--- src/rtl/acc_seq_pkg.sv ---
package acc_seq_pkg;
  parameter int DATA_W = 16;
  parameter int ADDR_W = 12;
  parameter int OPC_W  = DATA_W - ADDR_W;

  typedef enum logic [OPC_W-1:0] {
    OP_HALT  = 'd0,
    OP_LOAD  = 'd1,
    OP_ADD   = 'd2,
    OP_STORE = 'd3
  } opcode_t;

  typedef enum logic [3:0] {
    ST_FETCH_ADDR,
    ST_FETCH_READ,
    ST_FETCH_CAP,
    ST_DECODE,
    ST_PC_STEP,
    ST_OPND_ADDR,
    ST_OPND_READ,
    ST_OPND_CAP,
    ST_EXECUTE,
    ST_STORE_PREP,
    ST_STORE_WRITE,
    ST_HALTED
  } seqState_t;

  typedef struct packed {
    logic earFromPc;
    logic earFromIr;
    logic mbrFromMem;
    logic mbrFromAcc;
    logic irFromMbr;
    logic pcStep;
    logic accLoad;
    logic accAdd;
    logic memWrite;
  } seqStrobes_t;
endpackage

--- src/rtl/acc_seq_ctrl.sv ---
module acc_seq_ctrl
  import acc_seq_pkg::*;
(
  input  logic                 clk,
  input  logic                 rst,
  input  logic [OPC_W-1:0]     opcode,
  output seqStrobes_t          strobes,
  output logic                 halted
);
  seqState_t state, nextState;

  always_ff @(posedge clk) begin
    if (rst) state <= ST_FETCH_ADDR;
    else     state <= nextState;
  end

  always_comb begin
    nextState = state;
    strobes   = '0;
    unique case (state)
      ST_FETCH_ADDR: begin
        strobes.earFromPc = 1'b1;
        nextState = ST_FETCH_READ;
      end
      ST_FETCH_READ: nextState = ST_FETCH_CAP;
      ST_FETCH_CAP: begin
        strobes.mbrFromMem = 1'b1;
        nextState = ST_DECODE;
      end
      ST_DECODE: begin
        strobes.irFromMbr = 1'b1;
        nextState = ST_PC_STEP;
      end
      ST_PC_STEP: begin
        strobes.pcStep = 1'b1;
        case (opcode)
          OP_HALT:                   nextState = ST_HALTED;
          OP_LOAD, OP_ADD, OP_STORE: nextState = ST_OPND_ADDR;
          default:                   nextState = ST_FETCH_ADDR;
        endcase
      end
      ST_OPND_ADDR: begin
        strobes.earFromIr = 1'b1;
        nextState = (opcode == OP_STORE) ? ST_STORE_PREP : ST_OPND_READ;
      end
      ST_OPND_READ: nextState = ST_OPND_CAP;
      ST_OPND_CAP: begin
        strobes.mbrFromMem = 1'b1;
        nextState = ST_EXECUTE;
      end
      ST_EXECUTE: begin
        strobes.accLoad = (opcode == OP_LOAD);
        strobes.accAdd  = (opcode == OP_ADD);
        nextState = ST_FETCH_ADDR;
      end
      ST_STORE_PREP: begin
        strobes.mbrFromAcc = 1'b1;
        nextState = ST_STORE_WRITE;
      end
      ST_STORE_WRITE: begin
        strobes.memWrite = 1'b1;
        nextState = ST_FETCH_ADDR;
      end
      ST_HALTED: nextState = ST_HALTED;
      default:   nextState = ST_FETCH_ADDR;
    endcase
  end

  assign halted = (state == ST_HALTED);
endmodule

--- src/rtl/acc_seq_datapath.sv ---
module acc_seq_datapath
  import acc_seq_pkg::*;
(
  input  logic               clk,
  input  logic               rst,
  input  seqStrobes_t        strobes,
  input  logic [DATA_W-1:0]  memRdata,
  output logic [ADDR_W-1:0]  memAddr,
  output logic [DATA_W-1:0]  memWdata,
  output logic [OPC_W-1:0]   opcode,
  output logic [ADDR_W-1:0]  pcVal
);
  localparam int OPC_LSB = ADDR_W;

  logic [ADDR_W-1:0] pc, ear;
  logic [DATA_W-1:0] ir, mbr, acc;

  always_ff @(posedge clk) begin
    if (rst) begin
      pc  <= '0;
      ear <= '0;
      ir  <= '0;
      mbr <= '0;
      acc <= '0;
    end else begin
      if (strobes.earFromPc)       ear <= pc;
      else if (strobes.earFromIr)  ear <= ir[ADDR_W-1:0];
      if (strobes.mbrFromMem)      mbr <= memRdata;
      else if (strobes.mbrFromAcc) mbr <= acc;
      if (strobes.irFromMbr)       ir  <= mbr;
      if (strobes.pcStep)          pc  <= pc + 1'b1;
      if (strobes.accLoad)         acc <= mbr;
      else if (strobes.accAdd)     acc <= acc + mbr;
    end
  end

  assign memAddr  = ear;
  assign memWdata = mbr;
  assign opcode   = ir[OPC_LSB +: OPC_W];
  assign pcVal    = pc;
endmodule

--- src/rtl/acc_seq_core.sv ---
module acc_seq_core
  import acc_seq_pkg::*;
(
  input  logic               clk,
  input  logic               rst,
  output logic [ADDR_W-1:0]  memAddr,
  output logic [DATA_W-1:0]  memWdata,
  output logic               memWe,
  input  logic [DATA_W-1:0]  memRdata,
  output logic               halted
);
  seqStrobes_t       strobes;
  logic [OPC_W-1:0]  opcode;
  logic [ADDR_W-1:0] pcVal;

  acc_seq_ctrl u_ctrl (
    .clk     (clk),
    .rst     (rst),
    .opcode  (opcode),
    .strobes (strobes),
    .halted  (halted)
  );

  acc_seq_datapath u_dp (
    .clk      (clk),
    .rst      (rst),
    .strobes  (strobes),
    .memRdata (memRdata),
    .memAddr  (memAddr),
    .memWdata (memWdata),
    .opcode   (opcode),
    .pcVal    (pcVal)
  );

  assign memWe = strobes.memWrite;
endmodule

--- config.mk ---
export PLATFORM = sky130hd
export DESIGN_NAME = acc_seq_core
export DESIGN_NICKNAME = d
export VERILOG_FILES = /design/src/rtl/acc_seq_pkg.sv /design/src/rtl/acc_seq_ctrl.sv /design/src/rtl/acc_seq_datapath.sv /design/src/rtl/acc_seq_core.sv
export SDC_FILE = /design/constraint.sdc
export NUM_CORES = 1
export LEC_CHECK = 0
export CORE_AREA = 4 4 86 108
export CTS_CLUSTER_DIAMETER = 40
export DETAILED_ROUTE_END_ITERATION = 6
export DIE_AREA = 0 0 90 112
export DONT_BUFFER_PORTS = 1
export GPL_TIMING_DRIVEN = 1
export PLACE_DENSITY_LB_ADDON = 0.1
export SLEW_MARGIN = 20
export SYNTH_ARGS = -nofsm -noshare
export SYNTH_HDL_FRONTEND = slang
export SYNTH_SLANG_ARGS = --single-unit
--- constraint.sdc ---
create_clock -name clk -period 3.7 [get_ports clk]
set_clock_uncertainty 0.1 [all_clocks]
set_input_delay 0.925 -clock clk [delete_from_list [all_inputs] [get_ports clk]]
set_output_delay 0.925 -clock clk [all_outputs]
set_load 0.01 [all_outputs]
==> Implementation_results.wiki <==
{| class="wikitable"
! Metric !! Value
|-
| Result of the run || finished clean
|-
| Count of buffer and inverter cells on the critical path || 0
|-
| Count of cells resized by post-cts repair || 0
|-
| Number of vias in the routed layout || 3357
|-
| Reg-to-reg critical path endpoint || u_dp.acc[14]
|-
| Placeable Area || 8190 µm²
|-
| Capturing element type of the critical path || register
|-
| Average wire length per cell after detail routing || 16.5 µm
|-
| Total standard cell area after synthesis || 3980 µm²
|-
| Yosys synthesis warning count || 0
|-
| Count of flip-flops with a built-in enable after synthesis || 0
|-
| Number of hold-repair buffers added at the cts stage || 0
|-
| Global placement routability congestion || 0.802
|-
| GRT overflow || 0
|-
| Type of origin of the critical path || register
|-
| Ordered list of cells on the worst path || ha_1 > fa_1 > a211oi_2 > o21ai_1 > a31o_1 > or4_1 > a31oi_1 > xor2_1 > a211oi_1
|-
| Design Area, Final || 4200 µm²
|-
| R2R setup slack || 0.91 ns
|-
| Most frequent standard cell in the layout excluding fill and tap cells || sky130_fd_sc_hd__dfxtp_1
|-
| Via count of the first global-routing pass || 3214
|-
| CTS Root Cell || sky130_fd_sc_hd__clkbuf_8
|-
| Layout overhead on the synthesized area || 5.44%
|-
| Setup violations, final || 0
|-
| Largest delay share family, worst path || compound AO/OA/AOI/OAI gates
|-
| Post-layout minimum cycle time || 2.79 ns
|-
| Setup total negative slack || 0 ns
|-
| Wire length of the first global-routing pass || 16200 µm
|-
| Most frequent cells in the layout || sky130_fd_sc_hd__dfxtp_1, sky130_fd_sc_hd__nand2_1, sky130_fd_sc_hd__nor2_1
|-
| Data arrival at the endpoint of the critical path || 2.97 ns
|-
| GR Util All Layers || 19.6%
|-
| Setup repair after global routing missed its margin || no
|-
| Number of CTS-inserted buffers || 9
|-
| Distinct cells, synth || 54
|-
| Fraction of layout instances using a drive strength above 1 || 6.47%
|-
| Die area || 10100 µm²
|-
| Diode count || 0
|-
| Number of buffers on the longest clock path || 2
|-
| Cells after synthesis || 487
|-
| Share of flip-flops with an asynchronous set or reset || 0%
|-
| Antenna violations before repair || 0
|-
| Violation count after the first detailed-routing iteration || 214
|-
| Port Buf Inserts || 0
|-
| Maximum number of pins on one net before global-route repair || 80
|-
| Max-capacitance violation count || 0
|-
| Dpl cell area || 4010 µm²
|-
| Vias per Instance || 5.83
|-
| Worst slew margin || 48.0%
|-
| Post-synthesis net count || 522
|-
| Average instance area after synthesis || 8.17 µm²
|-
| Clock slew seen by the registers of the worst setup and hold paths || 0.09 ns
|-
| Power density relative to cell area || 401 nW/µm²
|-
| WHS Endpoint || u_dp.ir[1]
|-
| Total power consumption of the routed design || 1.68 mW
|-
| Hold Fails Final Rpt || 0
|-
| Max stage delay on crit path || 0.45 ns
|-
| Hold path startpoint || u_dp.ir[1]
|-
| Maximum operating frequency || 358 MHz
|-
| Placement row count || 37
|-
| Clock insertion delay at the later pin of the skew report || 0.36 ns
|-
| Post-detailed-routing wire length || 9500 µm
|-
| Htree depth || 3
|-
| Number of buffers added for setup after CTS || 0
|-
| Residual DRC || 0
|-
| Number of nets at the end of the flow || 509
|-
| RR Startpoint || u_dp.memWdata[0]
|-
| Slowest cell on the critical path || sky130_fd_sc_hd__fa_1
|-
| Leakage power total || 1.41 nW
|-
| Slew of the pin with the lowest slew margin || 0.779 ns
|-
| Worst Path Max Fanout || 5
|-
| Largest voltage drop on the vdd net || 0.000261 V
|-
| Fraction of the yosys area taken by sequential cells || 38.2%
|-
| Type of the worst min-delay path || register to register
|-
| Die width || 90 µm
|-
| Number of slew-limit violations in the final report || 0
|-
| Class of the most critical setup path || register to register
|-
| Half-perimeter wire length after detailed placement || 6540 µm
|-
| Ys flop type || sky130_fd_sc_hd__dfxtp_1
|-
| Effective utilization at floorplan || 48.6%
|-
| Hold Path Stages || 2
|-
| Vertical extent of the die || 112 µm
|-
| Required time of the critical path || 3.88 ns
|-
| Final clock period utilization by the worst path || 75.4%
|-
| TritonCTS clock tree || built
|-
| CTS sink count || 76
|-
| I/O pin cnt || 48
|-
| Number of nets still failing antenna checks after routing || 0
|-
| Register bit count reported by yosys || 76
|-
| Length in cells of the worst reg-to-reg path || 9
|-
| DR pass1 iterations || 4
|}
-- per-stage QoR --
step / setup slack, ns / hold WS, ns / cells / util (%)
final: 0.909 / 0.354 / 576 / 51.2
after global routing: 0.724 / 0.376 / 576 / 51.2
after CTS: 0.877 / 0.353 / 576 / 51.2
after detailed placement: 0.919 / 0.342 / 560 / 49.0
after global placement: 0.959 / 0.335 / 560 / 49.0
after floorplan: 1.08 / 0.336 / 487 / -
-- worst min-delay path, cell delays in order, from the launching register on --
cell                      delay [ns]
sky130_fd_sc_hd__dfxtp_1        0.32
sky130_fd_sc_hd__nand2_1        0.05
sky130_fd_sc_hd__a21oi_1        0.05
-- cell families (layout without fill, tap and decap cells) --
family                     Yosys count  in the layout  share of synthesized area [%]
AOI/OAI and AO/OA                  141            141                           23.2
xor gates and xnor gates            19             19                           4.18
adders and majority gates           17             17                           5.53
buffers and inverters               31             23                           3.24
DFF                                 76             76                           38.2
muxes                               15             15                           3.77
and+or+nand+nor                    188            188                           21.8
-- power breakdown --
group / internal, mW / total (mW) / leakage, nW / switching, mW
sequential: 0.856 / 0.920 / 0.616 / 0.0638
combinational: 0.0677 / 0.160 / 0.700 / 0.0919
clock: 0.254 / 0.602 / 0.0921 / 0.348
-- registers in the layout (all words and copies together), names as in the netlist --
signal,flops
u_dp.acc,16
u_dp.memWdata,16
u_dp.pcVal,12
u_dp.ir,16
u_dp.memAddr,12
u_ctrl.state,4
-- synthesized netlist by cell type, types with 6 or more instances --
cell | count | area (µm²)
sky130_fd_sc_hd__dfxtp_1 | 76 | 1520
sky130_fd_sc_hd__clkbuf_1 | 19 | 71.3
sky130_fd_sc_hd__nor3_1 | 11 | 55.1
sky130_fd_sc_hd__nand3_1 | 6 | 30.0
sky130_fd_sc_hd__a22oi_1 | 16 | 120
sky130_fd_sc_hd__nand4_1 | 6 | 37.5
sky130_fd_sc_hd__xor2_1 | 9 | 78.8
sky130_fd_sc_hd__mux2i_1 | 15 | 150
sky130_fd_sc_hd__nor2_1 | 61 | 229
sky130_fd_sc_hd__buf_2 | 7 | 35.0
sky130_fd_sc_hd__xnor2_1 | 10 | 87.6
sky130_fd_sc_hd__ha_1 | 16 | 200
sky130_fd_sc_hd__o21ai_0 | 12 | 60.1
sky130_fd_sc_hd__nand2_1 | 73 | 274
sky130_fd_sc_hd__nand2b_1 | 7 | 43.8
sky130_fd_sc_hd__a211oi_1 | 23 | 173
sky130_fd_sc_hd__a21oi_1 | 50 | 250
-- per-layer routing --
metal  track usage, %  part of all wire (%)  up-vias
met5                0                     0        -
met1             24.8                    46     1565
li1                 -                     -     1730
met3             4.46                   4.0        9
met2             32.9                    49       53
met4             6.54                   1.2        0
-- area by class of cell --
| class | instances | area [µm²] |
|---|---|---|
| Fill cell | 819 | 4000 |
| Multi-Input combinational cell | 380 | 2330 |
| Sequential cell | 76 | 1520 |
| Clock buffer | 9 | 124 |
| Tap cell | 97 | 121 |
| Clock inverter | 7 | 58.8 |
| Timing Repair Buffer | 4 | 30.0 |
| Inverter | 3 | 11.3 |
-- how the worst max path moves through the flow --
stage | depth (start not counted) | startpoint | endpoint | slack (ns)
after floorplan | 9 | u_dp.memWdata[0] | u_dp.acc[14] | 1.08
after global placement | 9 | u_dp.memWdata[0] | u_dp.acc[14] | 0.96
after detailed placement | 9 | u_dp.memWdata[0] | u_dp.acc[14] | 0.92
after CTS | 9 | u_dp.memWdata[0] | u_dp.acc[14] | 0.88
after global routing | 9 | u_dp.memWdata[0] | u_dp.acc[14] | 0.72
final | 9 | u_dp.memWdata[0] | u_dp.acc[14] | 0.91
Power figures use the tool's default switching activity.
